**config.mk**
```make
export PLATFORM = sky130hd
export DESIGN_NAME = mux_hold_bank
export DESIGN_NICKNAME = d
export VERILOG_FILES = /design/src/rtl/mux_hold_pkg.sv /design/src/rtl/quad_selector.sv /design/src/rtl/hold_gate.sv /design/src/rtl/chan_store.sv /design/src/rtl/mux_hold_bank.sv
export SDC_FILE = /design/constraint.sdc
export NUM_CORES = 1
export LEC_CHECK = 0
export ABC_AREA = 1
export BUFFER_PORTS_ARGS = -buffer_cell sky130_fd_sc_hd__buf_2
export CAP_MARGIN = 20
export CORE_AREA = 2 2 39 41
export DETAILED_ROUTE_END_ITERATION = 7
export DIE_AREA = 0 0 41 43
export GPL_TIMING_DRIVEN = 0
export PLACE_DENSITY = 0.6
export REMOVE_ABC_BUFFERS = 1
export SYNTH_ARGS = -nofsm -noshare
export SYNTH_HDL_FRONTEND = slang
export SYNTH_SLANG_ARGS = --single-unit
```
**constraint.sdc**
```tcl
create_clock -name clk -period 1 [get_ports clk]
set_input_delay 0.15 -clock clk [delete_from_list [all_inputs] [get_ports clk]]
set_output_delay 0.15 -clock clk [all_outputs]
set_load 0.05 [all_outputs]
```
**src/rtl/mux_hold_pkg.sv**
```systemverilog
package mux_hold_pkg;

    // Encoding of the shared select field
    typedef enum logic [1:0] {
        PICK_A = 2'b00,
        PICK_B = 2'b01,
        PICK_C = 2'b10,
        PICK_D = 2'b11
    } pick_e;

    // The four candidate bits of one channel
    typedef struct packed {
        logic a;
        logic b;
        logic c;
        logic d;
    } quad_t;

    function automatic logic pick_bit(input quad_t cand, input pick_e s);
        logic r;
        case (s)
            PICK_A:  r = cand.a;
            PICK_B:  r = cand.b;
            PICK_C:  r = cand.c;
            default: r = cand.d;
        endcase
        return r;
    endfunction

    // Stage is open only when no hold request is raised
    function automatic logic stage_open(input logic rq0, input logic rq1);
        return !(rq0 | rq1);
    endfunction

endpackage

```
**src/rtl/quad_selector.sv**
```systemverilog
module quad_selector
    import mux_hold_pkg::*;
#(
    parameter int NCH = 3
) (
    input  logic [NCH-1:0] da,
    input  logic [NCH-1:0] db,
    input  logic [NCH-1:0] dc,
    input  logic [NCH-1:0] dd,
    input  pick_e          sel,
    output logic [NCH-1:0] y
);

    // One selector per channel, all steered by the same field
    for (genvar g = 0; g < NCH; g++) begin : g_lane
        quad_t cand;
        assign cand  = '{a: da[g], b: db[g], c: dc[g], d: dd[g]};
        assign y[g]  = pick_bit(cand, sel);
    end

endmodule

```
**src/rtl/hold_gate.sv**
```systemverilog
module hold_gate
    import mux_hold_pkg::*;
(
    input  logic rq0,
    input  logic rq1,
    output logic open
);

    assign open = stage_open(rq0, rq1);

endmodule

```
**src/rtl/chan_store.sv**
```systemverilog
module chan_store #(
    parameter int NCH = 3
) (
    input  logic           clk,
    input  logic           rst,
    input  logic           open,
    input  logic [NCH-1:0] d,
    output logic [NCH-1:0] q
);

    logic [NCH-1:0] held;

    // Capture while open; the async clear empties the store
    always_ff @(posedge clk or posedge rst) begin
        if (rst)
            held <= '0;
        else if (open)
            held <= d;
    end

    always_comb begin
        if (rst)
            q = '0;
        else if (open)
            q = d;
        else
            q = held;
    end

    // open stage is transparent to the selector result
    a_r3_follow: assert property (@(posedge clk) disable iff (rst)
        open |-> (q == d));

    // two closed cycles in a row keep the output still
    a_r4_keep: assert property (@(posedge clk) disable iff (rst)
        (!open && $past(!open)) |-> (q == $past(q)));

endmodule

```
**src/rtl/mux_hold_bank.sv**
```systemverilog
module mux_hold_bank
    import mux_hold_pkg::*;
#(
    parameter int NCH = 3
) (
    input  logic           clk,
    input  logic           rst,
    input  logic [NCH-1:0] din_a,
    input  logic [NCH-1:0] din_b,
    input  logic [NCH-1:0] din_c,
    input  logic [NCH-1:0] din_d,
    input  logic [1:0]     sel,
    input  logic           hold_x,
    input  logic           hold_y,
    output logic [NCH-1:0] q,
    output logic [NCH-1:0] q_n
);

    logic [NCH-1:0] picked;
    logic [NCH-1:0] stored;
    logic           open;

    quad_selector #(.NCH(NCH)) u_sel (
        .da  (din_a),
        .db  (din_b),
        .dc  (din_c),
        .dd  (din_d),
        .sel (pick_e'(sel)),
        .y   (picked)
    );

    hold_gate u_gate (
        .rq0  (hold_x),
        .rq1  (hold_y),
        .open (open)
    );

    chan_store #(.NCH(NCH)) u_store (
        .clk  (clk),
        .rst  (rst),
        .open (open),
        .d    (picked),
        .q    (stored)
    );

    assign q   = stored;
    assign q_n = ~stored;

    // clear forces both polarities
    a_r6_clear: assert property (@(posedge clk)
        rst |-> (q == '0 && q_n == '1));

    // leaving reset while closed keeps zeros
    a_r7_release_closed: assert property (@(posedge clk)
        ($fell(rst) && !open) |-> (q == '0));

    // complementary pair
    a_r8_complement: assert property (@(posedge clk) disable iff (rst)
        q_n == ~q);

endmodule

```
==> results.md <==
* Post-layout minimum cycle time at 1.138 ns
* Buffers & Inverters on Critical Path at 2
* Switching part of the total at 0.3753
* CTS Buf Count at 3
* Reg2reg path depth at 4
* Clk sink count at 3
* Bufs on Longest Clock Path at 2
* Initial Utilization at 0.2233
* Num rows at 14
* Int Power at ~0.00043 W
* Avg Synthesized Cell Area at slightly above 6 um^2
* Area grow syn2layout at 87.04%
* Worst-path clk slew at roughly 0.04 ns
* Clock share of power at 0.307
* CP Class: register to output port
* Root Driver: clkbuf_4
* Final-report hold violation count at 0
* Final Skew at 0 ns
* Post-Synth XOR/XNOR Area at 0
* DRT Pass-1 Iters at 1
* Synth Area in Adders at 0
* Max stage delay on crit path at 0.33 ns
* Post-synth top area share at 0.2429
* Power Density at approximately 1200 nW/um^2
* Mapped Cells at 50
* Comb pwr share at 0.483
* Num ports at 24
* Via density at 4.021
* Worst hold path cell count at 4
* Fmax at 879.1 MHz
* Total core area at 1384 um^2
* Critical path depth at 5
* Initial antenna violation count at 0
* Sw power at 0.0002605 W
* First-pass GRT wire length at between 1 and 1.5 mm
* Final wirelength at 801 um
* Main combinational cell family by area after synthesis: simple AND/OR/NAND/NOR gates
* Synth Area in Compound Gates at 0.06073
* Simple-gate share of the synthesized area at 0.4939
* Final setup violation count at 6
* DRC at 0
* Max Slew Vio Count at 0
* Grt total ovfl at 0
* Diodes inserted at 0
* Sequential share of the synthesized area at 0.2429
* Largest net degree at the start of global routing at 10
* Top delay family on crit path: flip-flops
* Post-synth cell types at 12
* # H-tree levels at 1
* Failing checks: setup timing
* CTS tree: built
* Die Y at 43 um
* Vias in the first global route at 321
* Tightest Pin Transition at roughly 0.15 ns
* Max-cap viol count at 0
* Die ar. at 1763 um^2
* DP HPWL at between 500 and 600 um
* Unrepaired setup endpoints after global routing: yes
* Hold Path Class: input pin to register
* 1st-iter DRT viols at 0
* GPL Wtd Cong at approximately 0.66
* Final ANT Viol Nets at 0
* Slew HR at 0.8998
* Syn. warnings at 0
* CP max-delay cell: dfrtp_1
* Hold_ws at approximately 0.25 ns
* Post-Syn Area at 309.0 um^2
* Startpoint type of the worst setup path: register
* Top post-synthesis cells by area: dfrtp_1 24%, nand2_1 13%, nor2_1 13%
* P_leak at 0.3191 nW
* Sequential share of power at 0.209
* Skew-Pair Late Insertion Delay at about 0.23 ns
* WP data arrival at 0.99 ns
* Gr usage total at 0.1097
* Peak supply drop at 0.5475 mV
* Final nets at 98
* Mux cell area share after synthesis at 0
* # port buffers at 23
* Worst path cell trace: nand2_2 > inv_2 > nor2_2 > nor2_1 > buf_6
* CP Max Fanout at 2
* Outcome: complete, but fails checks
* Vias at between 300 and 400
* Routed WL per cell at roughly 8.4 um
* Setup WS pre-CTS at -0.2487 ns
* Share of layout cells above drive strength 1 at 0.6329
* Worst path required time at 0.85 ns
* Die Wd at between 40 and 50 um
* Tcrit/Tclk final at 1.138
* Post-route worst setup slack at -0.1375 ns
* Flops & latches, synth at 3
* Post-synth top area cell: dfrtp_1
* Setup crit end kind: output port
## synth_stat cells, drive strengths merged
master	n
dfrtp	3
nand3	7
nor2	11
o21ai	3
inv	9
buf	1
nand2	15
bufinv	1
## cell type report
type,count,area [um^2]
inverters,10,56.30
repair buffers,26,193.9
well taps,16,20.02
clock buffers,4,26.28
multi-input cells,36,206.4
flip-flops and latches,3,75.07
fillers,148,805.8
## power groups by stage
stage	sequential, W	clock [W]	combinational, W
floorplan	0.000145	0	0.000176
finish	0.000145	0.000213	0.000336
detailed placement	0.000146	0	0.000247
global placement	0.000146	0	0.000246
CTS	0.000146	0.000221	0.000310
global route	0.000147	0.000236	0.000360
## layout by cell type (no fill, tap or decap)
cell type,instances
inv_4,2
buf_6,3
buf_4,4
nand2_1,10
dfrtp_1,3
clkbuf_1,1
buf_8,3
clkbuf_4,3
dlygate4sd3_1,1
o21ai_2,1
nand2_2,5
buf_2,15
nand3_1,4
bufinv_8,1
nor2_2,5
nand3_2,3
inv_1,4
nor2_1,4
o21ai_1,2
nor2_4,2
inv_2,3
## path summary, 6_finish.rpt
check / start / end / slack (ns)
max in group asynchronous: rst / asynchronous set/reset pin / 0.38
hold / removal: hold_y / register / 0.25
setup reg to reg: register / register / 0.17
min in group asynchronous: rst / asynchronous set/reset pin / 0.47
hold reg to reg: register / register / 0.48
setup / recovery: register / q[0] / -0.14
## metal layers
layer | vias up | wire length, um | track usage
met4 | 0 | 0 | 0.06000
met1 | 158 | 325 | 0.1618
met3 | 0 | 62 | 0.03141
met2 | 13 | 413 | 0.1375
met5 | - | 0 | 0
li1 | 211 | - | -
## worst reg2reg max path: stages (launching register included)
cell     delay (ns)
dfrtp_1        0.35
nand2_1        0.06
nand2_2        0.06
buf_4          0.13
buf_4          0.12
## cells by family after synthesis
group,after synthesis
AO/OA/AOI/OAI,3
buffers and inverters,11
flip-flops,3
AND/OR/NAND/NOR,33
## per-stage QoR
stage	total power (W)	utilization	cells	area, um^2	TNS, ns
2_1_floorplan	0.0003212	-	49	297.8	-0.7765
3_3_place_gp	0.0003922	0.3128	88	432.9	-1.070
3_5_place_dp	0.0003933	0.3128	88	432.9	-1.130
4_1_cts	0.0006770	0.3888	94	538.0	-0.7373
5_1_grt	0.0007428	0.4177	95	578.1	-0.9678
6_report	0.0006941	0.4177	95	578.1	-0.6786
## timing repair
action	in CTS	in global routing
hold endpoints to repair	3	0
hold buffers	1	0
gates resized for setup	20	13
gates cloned	0	0
pin swaps	8	7
setup endpoints to repair	6	6
setup buffers	1	1
(Power assumes the default switching activity.)
